File: src/rtl/rfsh_pkg.sv
package rfsh_pkg;
  localparam int SEL_W     = 3;
  localparam int PRE_W     = 4;
  localparam int FINE_W    = 5;
  localparam int PRE_BASE  = 10;
  localparam int FINE_SLOW = 30;
  localparam int FINE_FAST = 26;

  typedef logic [SEL_W-1:0]  sel_t;
  typedef logic [PRE_W-1:0]  pre_ratio_t;
  typedef logic [FINE_W-1:0] fine_ratio_t;

  function automatic pre_ratio_t pre_ratio(input sel_t code);
    return pre_ratio_t'(PRE_BASE) - pre_ratio_t'(code);
  endfunction

  function automatic fine_ratio_t fine_ratio(input logic fast);
    return fast ? fine_ratio_t'(FINE_FAST) : fine_ratio_t'(FINE_SLOW);
  endfunction
endpackage

File: src/rtl/rfsh_div.sv
module rfsh_div #(
  parameter int W = 4
) (
  input  logic         clk_i,
  input  logic         rst_ni,
  input  logic         restart_i,
  input  logic         en_i,
  input  logic [W-1:0] ratio_i,
  output logic         tick_o
);
  logic [W-1:0] cnt_q;
  logic         at_end;

  assign at_end = (cnt_q == ratio_i - W'(1));
  assign tick_o = en_i && !restart_i && at_end;

  always_ff @(posedge clk_i or negedge rst_ni) begin
    if (!rst_ni) begin
      cnt_q <= '0;
    end else if (restart_i) begin
      cnt_q <= '0;
    end else if (en_i) begin
      cnt_q <= at_end ? '0 : cnt_q + W'(1);
    end
  end
endmodule

File: src/rtl/rfsh_cfg_ctrl.sv
module rfsh_cfg_ctrl
  import rfsh_pkg::*;
#(
  parameter int INIT_INTERVALS = 4096
) (
  input  logic        clk_i,
  input  logic        rst_ni,
  input  logic        load_i,
  input  sel_t        sel_i,
  input  logic        fine_i,
  input  logic        itv_tick_i,
  output logic        running_o,
  output pre_ratio_t  pre_ratio_o,
  output fine_ratio_t fine_ratio_o,
  output logic        warmup_o
);
  localparam int INIT_W = (INIT_INTERVALS > 1) ? $clog2(INIT_INTERVALS) : 1;
  localparam logic [INIT_W-1:0] INIT_LAST = INIT_W'(INIT_INTERVALS - 1);

  sel_t              sel_q;
  logic              fine_q;
  logic              done_once_q;
  logic              warm_q;
  logic [INIT_W-1:0] warm_cnt_q;

  always_ff @(posedge clk_i or negedge rst_ni) begin
    if (!rst_ni) begin
      sel_q       <= '0;
      fine_q      <= 1'b0;
      done_once_q <= 1'b0;
    end else if (load_i) begin
      sel_q       <= sel_i;
      fine_q      <= fine_i;
      done_once_q <= 1'b1;
    end
  end

  always_ff @(posedge clk_i or negedge rst_ni) begin
    if (!rst_ni) begin
      warm_q     <= 1'b0;
      warm_cnt_q <= '0;
    end else if (load_i && !done_once_q) begin
      warm_q     <= 1'b1;
      warm_cnt_q <= '0;
    end else if (warm_q && itv_tick_i) begin
      if (warm_cnt_q == INIT_LAST) begin
        warm_q <= 1'b0;
      end else begin
        warm_cnt_q <= warm_cnt_q + INIT_W'(1);
      end
    end
  end

  assign running_o    = done_once_q;
  assign pre_ratio_o  = pre_ratio(sel_q);
  assign fine_ratio_o = fine_ratio(fine_q);
  assign warmup_o     = warm_q;
endmodule

File: src/rtl/rfsh_row_ctr.sv
module rfsh_row_ctr #(
  parameter int W = 11
) (
  input  logic         clk_i,
  input  logic         rst_ni,
  input  logic         clr_i,
  input  logic         inc_i,
  output logic [W-1:0] row_o
);
  always_ff @(posedge clk_i or negedge rst_ni) begin
    if (!rst_ni) begin
      row_o <= '0;
    end else if (clr_i) begin
      row_o <= '0;
    end else if (inc_i) begin
      row_o <= row_o + W'(1);
    end
  end
endmodule

File: src/rtl/rfsh_timer.sv
module rfsh_timer
  import rfsh_pkg::*;
#(
  parameter int ROW_W          = 11,
  parameter int INIT_INTERVALS = 4096
) (
  input  logic             clk_i,
  input  logic             rst_ni,
  input  logic             cfg_load_i,
  input  logic [2:0]       cfg_pre_sel_i,
  input  logic             cfg_fine_i,
  input  logic             rfsh_done_i,
  input  logic             cnt_clr_i,
  output logic             rfsh_req_o,
  output logic [ROW_W-1:0] row_o,
  output logic             warmup_o
);
  logic        running;
  pre_ratio_t  pre_r;
  fine_ratio_t fine_r;
  logic        pre_tick;
  logic        itv_tick;
  logic        warm;
  logic        row_inc;
  logic        req_q;

  rfsh_cfg_ctrl #(.INIT_INTERVALS(INIT_INTERVALS)) u_cfg (
    .clk_i       (clk_i),
    .rst_ni      (rst_ni),
    .load_i      (cfg_load_i),
    .sel_i       (cfg_pre_sel_i),
    .fine_i      (cfg_fine_i),
    .itv_tick_i  (itv_tick),
    .running_o   (running),
    .pre_ratio_o (pre_r),
    .fine_ratio_o(fine_r),
    .warmup_o    (warm)
  );

  rfsh_div #(.W(PRE_W)) u_pre (
    .clk_i    (clk_i),
    .rst_ni   (rst_ni),
    .restart_i(cfg_load_i),
    .en_i     (running),
    .ratio_i  (pre_r),
    .tick_o   (pre_tick)
  );

  rfsh_div #(.W(FINE_W)) u_fine (
    .clk_i    (clk_i),
    .rst_ni   (rst_ni),
    .restart_i(cfg_load_i),
    .en_i     (pre_tick),
    .ratio_i  (fine_r),
    .tick_o   (itv_tick)
  );

  assign row_inc = warm ? itv_tick : rfsh_done_i;

  rfsh_row_ctr #(.W(ROW_W)) u_row (
    .clk_i (clk_i),
    .rst_ni(rst_ni),
    .clr_i (cnt_clr_i),
    .inc_i (row_inc),
    .row_o (row_o)
  );

  always_ff @(posedge clk_i or negedge rst_ni) begin
    if (!rst_ni) begin
      req_q <= 1'b0;
    end else if (itv_tick && !warm) begin
      req_q <= 1'b1;
    end else if (rfsh_done_i) begin
      req_q <= 1'b0;
    end
  end

  assign rfsh_req_o = req_q;
  assign warmup_o   = warm;
endmodule

File: config.mk
export PLATFORM = sky130hd
export DESIGN_NAME = rfsh_timer
export DESIGN_NICKNAME = d
export VERILOG_FILES = /design/src/rtl/rfsh_pkg.sv /design/src/rtl/rfsh_div.sv /design/src/rtl/rfsh_cfg_ctrl.sv /design/src/rtl/rfsh_row_ctr.sv /design/src/rtl/rfsh_timer.sv
export SDC_FILE = /design/constraint.sdc
export NUM_CORES = 1
export LEC_CHECK = 0
export BUFFER_PORTS_ARGS = -buffer_cell sky130_fd_sc_hd__buf_2
export CAP_MARGIN = 10
export CORE_ASPECT_RATIO = 0.5
export CORE_UTILIZATION = 53
export CTS_CLUSTER_SIZE = 20
export DETAILED_ROUTE_END_ITERATION = 7
export GPL_ROUTABILITY_DRIVEN = 0
export PLACE_DENSITY = 0.78
export SLEW_MARGIN = 5
export SYNTH_ARGS = -nofsm -noshare
export SYNTH_HDL_FRONTEND = slang
export SYNTH_HIERARCHICAL = 1
export SYNTH_SLANG_ARGS = --single-unit
File: constraint.sdc
create_clock -name clk_i -period 3.2 [get_ports clk_i]
set_input_delay 0.32 -clock clk_i [delete_from_list [all_inputs] [get_ports clk_i]]
set_output_delay 0.32 -clock clk_i [all_outputs]
set_load 0.02 [all_outputs]
==> impl_metrics.json, run 1 <==
{
  "busiest_layer": "met2",
  "overflow": 0,
  "syn_avg_cell_area_um2": 10.3,
  "crit_cells": 14,
  "drt-initial-drc-count": 86,
  "routed_wl_um": 4420,
  "clk_pin_slew_worst_paths_ps": 70,
  "cpMostUsedCell": "inv_2",
  "syn-cell-area_um2": 2320,
  "insertion_delay_ps": 290,
  "cts_root_buf": "clkbuf_8",
  "area_delta_synth_final_pct": 14.9,
  "nets": 271,
  "pwr-share-clk_pct": 32.3,
  "synthSimpleGateAreaFrac_pct": 21.5,
  "fin_cells": 309,
  "fp.dieW_um": 95.5,
  "synth_mux_area_share_pct": 3.46,
  "power_density_nw_per_um2": 396,
  "critPathSlowestCell": "or4_4",
  "synth_warnings": 6,
  "max-cap-violations": 0,
  "power.internal_uw": 765,
  "drcViolationCount": 0,
  "diodes": 0,
  "antenna_found_initial": 0,
  "worstMarginPinSlew_ps": 854,
  "timing.final.crit_share_pct": 98.2,
  "worst-path-buf-inv": 2,
  "status": "finished clean",
  "viasPerCell": 5.68,
  "use_met3_pct": 4.72,
  "core_area_um2": 4040,
  "rows": 16,
  "min_period_ps": 3140,
  "totalPowerFinal_uw": 1050,
  "grt_pass1_wl_um": 7090,
  "antenna_left": 0,
  "cts.hold.buffers_added": 0,
  "drv_slew": 0,
  "regToRegSetupSlack_ps": 60,
  "critPathTopFamily": "simple AND/OR/NAND/NOR gates",
  "clock_path_buffers": 2,
  "fin_hold_ws_ps": 132,
  "vdd_drop_max_v": 0.000206,
  "p_leak_uw": 0.00119,
  "pwr-share-comb_pct": 16.9,
  "grt_setup_unrepaired": "yes",
  "synth_compound_area_share_pct": 15.8,
  "crit_path_start_kind": "flip-flop",
  "drt_first_pass_iters": 5,
  "p_sw_uw": 290,
  "yosys.area_share.adder_pct": 3.78,
  "num_vias": 1755,
  "synth_flop_cell": "dfrtp_1",
  "cts_buffers": 5,
  "synth_seq_area_share_pct": 42.1,
  "hold_violations": 0,
  "first_global_vias": 1585,
  "max_slew_margin_pct": 43.1,
  "dp_hpwl_um": 2980,
  "setup_viol": 0,
  "synth_top_family_by_area": "simple AND/OR/NAND/NOR gates",
  "die_y_um": 48.8,
  "io_pins": 22,
  "crit_chain": "ha_1 -> inv_2 -> inv_2 -> ha_4 -> xor2_2 -> nand3_2 -> nor2_2 -> and3b_2 -> or2b_1 -> nor2b_2 -> mux2_4 -> o2111ai_4 -> or4_4 -> a21oi_2",
  "cp-end-kind": "flip-flop",
  "use_met2_pct": 31.9,
  "fmax_mhz": 318,
  "r2r_end": "u_row/row_o[10]",
  "yosysUniqueCellTypes": 58,
  "placed_area_um2": 2480,
  "synthXorXnorAreaFrac_pct": 8.53,
  "dieArea_um2": 4660,
  "placement.io_buffers": 21,
  "pwr-share-seq_pct": 50.8,
  "reg2reg_depth": 14,
  "sw_frac_of_total_pct": 27.5,
  "drive_gt1_share_pct": 27.8,
  "fin_area_um2": 2660,
  "worstHoldPathType": "input port to async pin",
  "slowest_delay_ps": 520,
  "async_reset_ff_share_pct": 100,
  "cts.sinks": 39,
  "cts_tree": "done",
  "synth_edf_count": 0,
  "start_util_pct": 57.3,
  "cts-htree-levels": 2,
  "grt_util_met1_pct": 26.6,
  "rr_startpoint": "u_cfg/sel_q[0]",
  "postLayoutCoreUtil_pct": 65.8,
  "worst_ep_arrival_time_ps": 3370,
  "crit_fanout": 7,
  "grtUsageTotal_pct": 20.1,
  "numPlacedInstances": 297,
  "finClkSkew_ps": 3.38,
  "syn_inst": 226,
  "avgRoutedWirePerCell_um": 14.3,
  "grt_max_degree": 40,
  "worst_ep_required_time_ps": 3430,
  "ys_ff_latch": 39,
  "crit_type": "flip-flop to flip-flop"
}
[cells in the mapped netlist, drive strengths merged (3+ instances only)]
cell,count,area (um^2)
xor2,12,105
nor2b,6,37.5
nor2,15,61.3
xnor2,8,70.1
nand3,9,50.1
o31ai,6,58.8
or3,9,61.3
o21ai,12,63.8
a21oi,13,65.1
clkbuf,4,16.3
ha,7,87.6
nand4,7,65.1
nand2,13,48.8
inv,12,45.0
or4,3,22.5
mux2,5,60.1
a211oi,3,22.5
buf,6,41.3
dfrtp,39,976
[worst reg2reg max path, stage by stage, from the launching register on]
cell and delay (ps):
dfrtp_1 390, ha_1 300, inv_2 60, inv_2 40
ha_4 260, xor2_2 150, nand3_2 90, nor2_2 120
and3b_2 200, or2b_1 260, nor2b_2 150, mux2_4 220
o2111ai_4 190, or4_4 520, a21oi_2 120
[cells by family after synthesis]
| family | count (synthesis) |
|---|---|
| simple gates | 80 |
| compound gates | 48 |
| flops | 39 |
| buf+inv | 22 |
| xor+xnor | 21 |
| fa+ha+maj | 7 |
| mux | 7 |
| other cells | 2 |
[registers in the layout, summed over array words and instances, names as in the netlist]
| name | count |
|---|---|
| rfsh_req_o | 1 |
| u_cfg/warmup_o | 1 |
| u_row/row_o | 11 |
| u_fine/cnt_q | 5 |
| u_pre/cnt_q | 4 |
| u_cfg/sel_q | 3 |
| u_cfg/running_o | 1 |
| u_cfg/warm_cnt_q | 12 |
| u_cfg/fine_q | 1 |
[metal layers]
layer	vias up	share of wire, %
met1	860	49
met4	0	1.2
met2	24	46
met5	-	0
li1	863	-
met3	8	3.0
[power groups by stage]
stage	sequential (uW)	clock [uW]	combinational [uW]
6_report	536	341	178
5_1_grt	538	373	198
4_1_cts	533	349	157
3_5_place_dp	543	0	156
3_3_place_gp	542	0	149
2_1_floorplan	541	0	115
[timing repair]
item,CTS,global route
setup buffers,0,5
setup endpoints to repair,1,11
gates resized for setup,1,10
gates cloned,0,0
pin swaps,0,11
[placed cells by master, fill, tap and decap left out, types with 3 or more instances in the layout]
master and n:
ha_1 6, dfrtp_1 39, a211oi_1 3, clkbuf_8 6, o31ai_1 5, nand2_1 13
nand3_1 8, conb_1 4, or3_1 7, buf_2 21, nor2b_1 5, buf_4 8
mux2_2 4, inv_1 10, o21ai_0 9, xnor2_1 8, nor2_1 13, xor2_1 11
a21oi_1 11, nand4_1 5
[final cells by class]
| cell class | instances | area [um^2] |
|---|---|---|
| clock inverters | 1 | 5.00 |
| multi-input cells | 167 | 1310 |
| clock buffers | 6 | 82.6 |
| repair buffers | 30 | 176 |
| well taps | 54 | 67.6 |
| inverters | 12 | 45.0 |
| flip-flops and latches | 39 | 976 |
| fillers | 317 | 1380 |
[metrics by stage]
stage	setup TNS, ps	worst slack, ps
after floorplan	-10.7	-10.7
after global placement	0	135
after detailed placement	0	12.2
after CTS	0	29.5
after global routing	-130	-70.6
final	0	57.6
[worst max-delay path by stage]
stage | from | endpoint | slack (ps)
after detailed placement | u_cfg/sel_q[1] | u_cfg/warm_cnt_q[9] | 10
after global routing | u_cfg/sel_q[1] | u_row/row_o[10] | -70
after global placement | u_cfg/sel_q[1] | u_row/row_o[9] | 130
after floorplan | u_cfg/sel_q[1] | u_row/row_o[9] | -10
after CTS | u_cfg/sel_q[1] | u_cfg/warm_cnt_q[9] | 30
final | u_cfg/sel_q[0] | u_row/row_o[10] | 60
(Power assumes the default switching activity.)
==> run 2, diff against run 1 <==
--- a/config.mk
+++ b/config.mk
@@ -7,7 +7,7 @@
 export LEC_CHECK = 0
 export BUFFER_PORTS_ARGS = -buffer_cell sky130_fd_sc_hd__buf_2
 export CAP_MARGIN = 10
-export CORE_ASPECT_RATIO = 0.5
+export CORE_ASPECT_RATIO = 0.8
 export CORE_UTILIZATION = 53
 export CTS_CLUSTER_SIZE = 20
 export DETAILED_ROUTE_END_ITERATION = 7
==> impl_metrics.json, run 2 (synthesis gave the netlist of run 1 again) <==
{
  "r2r_end": "u_row/row_o[10]",
  "worst_ep_required_time_ps": 3430,
  "reg2reg_depth": 14,
  "worstMarginPinSlew_ps": 875,
  "max_slew_margin_pct": 41.5,
  "fin_cells": 316,
  "regToRegSetupSlack_ps": 150,
  "postLayoutCoreUtil_pct": 65.0,
  "nets": 274,
  "power_density_nw_per_um2": 384,
  "grt_pass1_wl_um": 6830,
  "rows": 21,
  "io_pins": 22,
  "totalPowerFinal_uw": 1040,
  "numPlacedInstances": 300,
  "crit_path_start_kind": "flip-flop",
  "cts.sinks": 39,
  "insertion_delay_ps": 290,
  "cts_tree": "done",
  "placement.io_buffers": 21,
  "num_vias": 1770,
  "p_leak_uw": 0.00120,
  "avgRoutedWirePerCell_um": 13.8,
  "timing.final.crit_share_pct": 95.3,
  "cts.hold.buffers_added": 0,
  "status": "finished clean",
  "cts_buffers": 5,
  "cp-end-kind": "flip-flop",
  "hold_violations": 0,
  "fillers": 333,
  "fp.dieW_um": 75.9,
  "drt_first_pass_iters": 4,
  "largestRegisters": "u_cfg/warm_cnt_q: 12 flops, u_row/row_o: 11 flops, u_fine/cnt_q: 5 flops",
  "drt-initial-drc-count": 106,
  "setup_tns_ps": 0,
  "fmax_mhz": 328,
  "critical_path.startpoint": "u_cfg/sel_q[0]",
  "first_global_vias": 1495,
  "overflow": 0,
  "final_cell_mix": "dfrtp_1 (39), buf_2 (21), nand2_1 (13), nor2_1 (13), xor2_1 (11)",
  "crit_end": "u_row/row_o[10]",
  "max-cap-violations": 0,
  "grt_max_degree": 40,
  "finClkSkew_ps": 10.3,
  "cts-htree-levels": 2,
  "grtUsageTotal_pct": 18.6,
  "viasPerCell": 5.60,
  "area_delta_synth_final_pct": 17.1,
  "die_y_um": 61.1,
  "min_period_ps": 3050,
  "final_common_cell": "dfrtp_1",
  "diodes": 0,
  "clk_pin_slew_worst_paths_ps": 90,
  "routed_wl_um": 4350,
  "worst_ep_arrival_time_ps": 3280,
  "crit_type": "flip-flop to flip-flop",
  "dieArea_um2": 4640,
  "clock_path_buffers": 2,
  "antenna_found_initial": 0,
  "fin_hold_ws_ps": 124,
  "setup_viol": 0,
  "cts_root_buf": "clkbuf_8",
  "drv_slew": 0,
  "start_util_pct": 55.5,
  "worstHoldPathType": "input port to async pin",
  "core_area_um2": 4180,
  "rr_startpoint": "u_cfg/sel_q[0]",
  "antenna_left": 0,
  "crit_fanout": 5,
  "top_register": "u_cfg/warm_cnt_q",
  "drcViolationCount": 0,
  "drive_gt1_share_pct": 30.1,
  "dp_hpwl_um": 2830,
  "vdd_drop_max_v": 0.000306,
  "largest_reg_flops": 12
}
-- run 2: cell types whose count changed in the layout (fill, tap and decap cells not counted) --
cell and change:
clkinvlp_4 +2, buf_4 +2, ha_1 -1, ha_4 +1, a21oi_2 +2, a21oi_1 -2
buf_6 +1, clkbuf_8 -1
-- run 2: worst min-delay path by stage --
stage                            to  slack (ps)  startpoint
global route         u_row/row_o[7]         220      rst_ni
CTS                  u_row/row_o[7]         170      rst_ni
finish               u_row/row_o[7]         120      rst_ni
floorplan                rfsh_req_o          20      rst_ni
detailed placement  u_fine/cnt_q[1]         490      rst_ni
global placement    u_fine/cnt_q[1]         490      rst_ni
-- run 2: metal layers --
metal,global-route usage [%],vias up,share of wire [%]
li1,-,874,-
met1,25.5,853,48
met2,30.6,39,47
met3,4.15,4,4.1
met4,4.95,0,0.71
met5,0,-,0
-- run 2: timing repair --
item,CTS,global route
setup endpoints to repair,0,12
setup buffers,0,8
gates resized for setup,0,15
-- run 2: layout make-up --
cell class                 count  area [um^2]  share of cell area, %
multi-input combinational    167         1330                   49.0
tap                           57         71.3                   2.63
sequential                    39          976                   36.0
clock buffer                   5         68.8                   2.54
inverter                      12         45.0                   1.66
timing repair buffer          33          203                   7.47
clock inverter                 3         20.0                  0.738
-- run 2: worst max-delay path, stage by stage, from the launching register on --
cell and delay (ps):
dfrtp_1 410, ha_4 250, inv_2 50, inv_2 40, ha_4 260, xor2_2 140
nand3_2 90, nor2_2 120, and3b_2 190, or2b_1 250, nor2b_2 150, mux2_4 220
o2111ai_4 170, or4_4 520, a21oi_2 140
-- run 2: power breakdown --
group	total (uW)	internal, uW	switching (uW)	leakage [uW]
sequential	537	511	25.6	0.000525
clock	332	152	180	0.0000402
combinational	173	85.7	87.7	0.000634
total	1040	748	293	0.00120
-- run 2: stage by stage --
step	cell area (um^2)	worst slack [ps]
4_1_cts	2570	44.1
3_3_place_gp	2480	134
5_1_grt	2710	-14.7
6_report	2710	149
3_5_place_dp	2480	68.0
2_1_floorplan	2340	-10.7
==> run 3, diff against run 2 <==
--- a/config.mk
+++ b/config.mk
@@ -7,12 +7,14 @@
 export LEC_CHECK = 0
 export BUFFER_PORTS_ARGS = -buffer_cell sky130_fd_sc_hd__buf_2
 export CAP_MARGIN = 10
+export CELL_PAD_IN_SITES_DETAIL_PLACEMENT = 1
+export CELL_PAD_IN_SITES_GLOBAL_PLACEMENT = 1
 export CORE_ASPECT_RATIO = 0.8
-export CORE_UTILIZATION = 53
+export CORE_UTILIZATION = 42
 export CTS_CLUSTER_SIZE = 20
 export DETAILED_ROUTE_END_ITERATION = 7
 export GPL_ROUTABILITY_DRIVEN = 0
-export PLACE_DENSITY = 0.78
+export PLACE_DENSITY = 0.79
 export SLEW_MARGIN = 5
 export SYNTH_ARGS = -nofsm -noshare
 export SYNTH_HDL_FRONTEND = slang
==> impl_metrics.json, run 3 (synthesis gave the netlist of run 1 again) <==
{
  "status": "finished clean",
  "drt_first_pass_iters": 4,
  "cp-end-kind": "flip-flop",
  "first_global_vias": 1834,
  "final_common_cell": "dfrtp_1",
  "antenna_left": 0,
  "setup_viol": 0,
  "fmax_mhz": 317,
  "dp_hpwl_um": 3680,
  "finClkSkew_ps": 8.28,
  "worst_ep_arrival_time_ps": 3390,
  "rr_startpoint": "u_cfg/sel_q[0]",
  "cts.hold.buffers_added": 0,
  "met1_length_um": 2720,
  "grt_setup_unrepaired": "yes",
  "drv_slew": 0,
  "dieArea_um2": 5820,
  "cts.sinks": 39,
  "fin_hold_ws_ps": 145,
  "top_layer": "met4",
  "num_vias": 1820,
  "hold_violations": 0,
  "largestRegisters": "u_cfg/warm_cnt_q: 12 flops, u_row/row_o: 11 flops, u_fine/cnt_q: 5 flops",
  "multi_input_area_um2": 1350,
  "wl_met2_um": 2630,
  "r2r_end": "u_row/row_o[10]",
  "clock_path_buffers": 2,
  "fp.dieW_um": 85.0,
  "die_y_um": 68.4,
  "insertion_delay_ps": 300,
  "io_pins": 22,
  "worstHoldPathType": "input port to async pin",
  "cts_buffers": 5,
  "placement.io_buffers": 21,
  "crit_path_start_kind": "flip-flop",
  "grt_max_degree": 40,
  "core_area_um2": 5150,
  "max-cap-violations": 0,
  "wl_met3_um": 160,
  "seq_area_um2": 976,
  "grtUsageTotal_pct": 19.9,
  "postLayoutCoreUtil_pct": 54.4,
  "final_cell_mix": "dfrtp_1 (39), buf_2 (21), buf_4 (16), nand2_1 (13), nor2_1 (13)",
  "diodes": 0,
  "min_period_ps": 3150,
  "cts-htree-levels": 2,
  "drcViolationCount": 0,
  "overflow": 0,
  "timing.final.crit_share_pct": 98.5,
  "largest_reg_flops": 12,
  "drive_gt1_share_pct": 33.8,
  "worst_ep_required_time_ps": 3430,
  "vdd_drop_max_v": 0.000224,
  "routed_wl_um": 5590,
  "rows": 23,
  "fillers": 570,
  "cts_root_buf": "clkbuf_8",
  "crit_fanout": 3,
  "crit_type": "flip-flop to flip-flop",
  "nets": 281,
  "viasPerCell": 5.55,
  "worstMarginPinSlew_ps": 1030,
  "max_slew_margin_pct": 31.4,
  "clk_pin_slew_worst_paths_ps": 80,
  "antenna_found_initial": 0,
  "power_density_nw_per_um2": 377,
  "grt_pass1_wl_um": 8960,
  "top_register": "u_cfg/warm_cnt_q",
  "drt-initial-drc-count": 40,
  "totalPowerFinal_uw": 1060,
  "area_delta_synth_final_pct": 21.0,
  "avgRoutedWirePerCell_um": 17.0,
  "reg2reg_depth": 14,
  "start_util_pct": 45.0,
  "cts_tree": "done",
  "regToRegSetupSlack_ps": 50,
  "p_leak_uw": 0.00125
}
run 3: cell types whose count changed in the layout (fill, tap and decap cells not counted), sizes merged:
cell,previous run,this run
buf,33,40
clkbuf,5,6
clkinvlp,2,1
run 3: layout make-up:
cell class / count / share of cell area, %
Clock buffer: 6 / 2.59
Clock inverter: 2 / 0.446
Inverter: 12 / 1.61
Multi-Input combinational cell: 167 / 48.2
Sequential cell: 39 / 34.8
Tap cell: 62 / 2.77
Timing Repair Buffer: 40 / 9.55
run 3: what timing repair did:
item                                    in CTS  in global routing
pin swaps                                    1                 17
setup buffers                                3                 12
endpoints found under the setup margin       7                 15
gates resized for setup                      3                 20
hold endpoints to repair                     0                  0
run 3: worst max-delay path by stage:
stage | from | to | slack (ps) | cells past startpoint
finish | u_cfg/sel_q[0] | u_row/row_o[10] | 50 | 14
detailed placement | u_cfg/sel_q[1] | u_cfg/warm_cnt_q[9] | -90 | 15
global route | u_cfg/sel_q[0] | u_row/row_o[10] | -130 | 14
global placement | u_cfg/sel_q[1] | u_row/row_o[9] | 130 | 14
CTS | u_cfg/sel_q[1] | u_cfg/warm_cnt_q[10] | -10 | 16
floorplan | u_cfg/sel_q[1] | u_row/row_o[9] | -10 | 15
run 3: report_power, final:
part | switching, uW | total (uW) | leakage, uW | internal [uW]
registers | 25.9 | 537 | 0.000525 | 511
clock network | 180 | 332 | 0.0000412 | 152
logic | 99.2 | 188 | 0.000682 | 88.5
total | 305 | 1060 | 0.00125 | 752
run 3: metal layers:
layer	up-vias	GRT usage [%]
met1	903	26.6
met5	-	0
met4	0	6.36
met2	31	33.0
met3	9	3.74
li1	877	-
run 3: metrics by stage:
step / setup slack [ps] / instance area [um^2] / TNS, ps / cells
after CTS: -12.3 / 2620 / -23.9 / 316
after global placement: 125 / 2490 / 0 / 305
after global routing: -127 / 2800 / -1130 / 328
after detailed placement: -88.7 / 2490 / -99.3 / 305
after floorplan: -10.7 / 2340 / -10.7 / 228
final: 47.6 / 2800 / 0 / 328
run 3: worst max-delay path, cell delays in order (launching register included):
cell and delay (ps):
dfrtp_1 390, ha_1 310, inv_2 70, inv_2 40
ha_4 260, xor2_2 150, nand3_2 120, nor2_4 130
and3b_2 190, or2b_1 250, nor2b_2 160, mux2_4 210
o2111ai_4 160, or4_4 520, a21oi_2 120
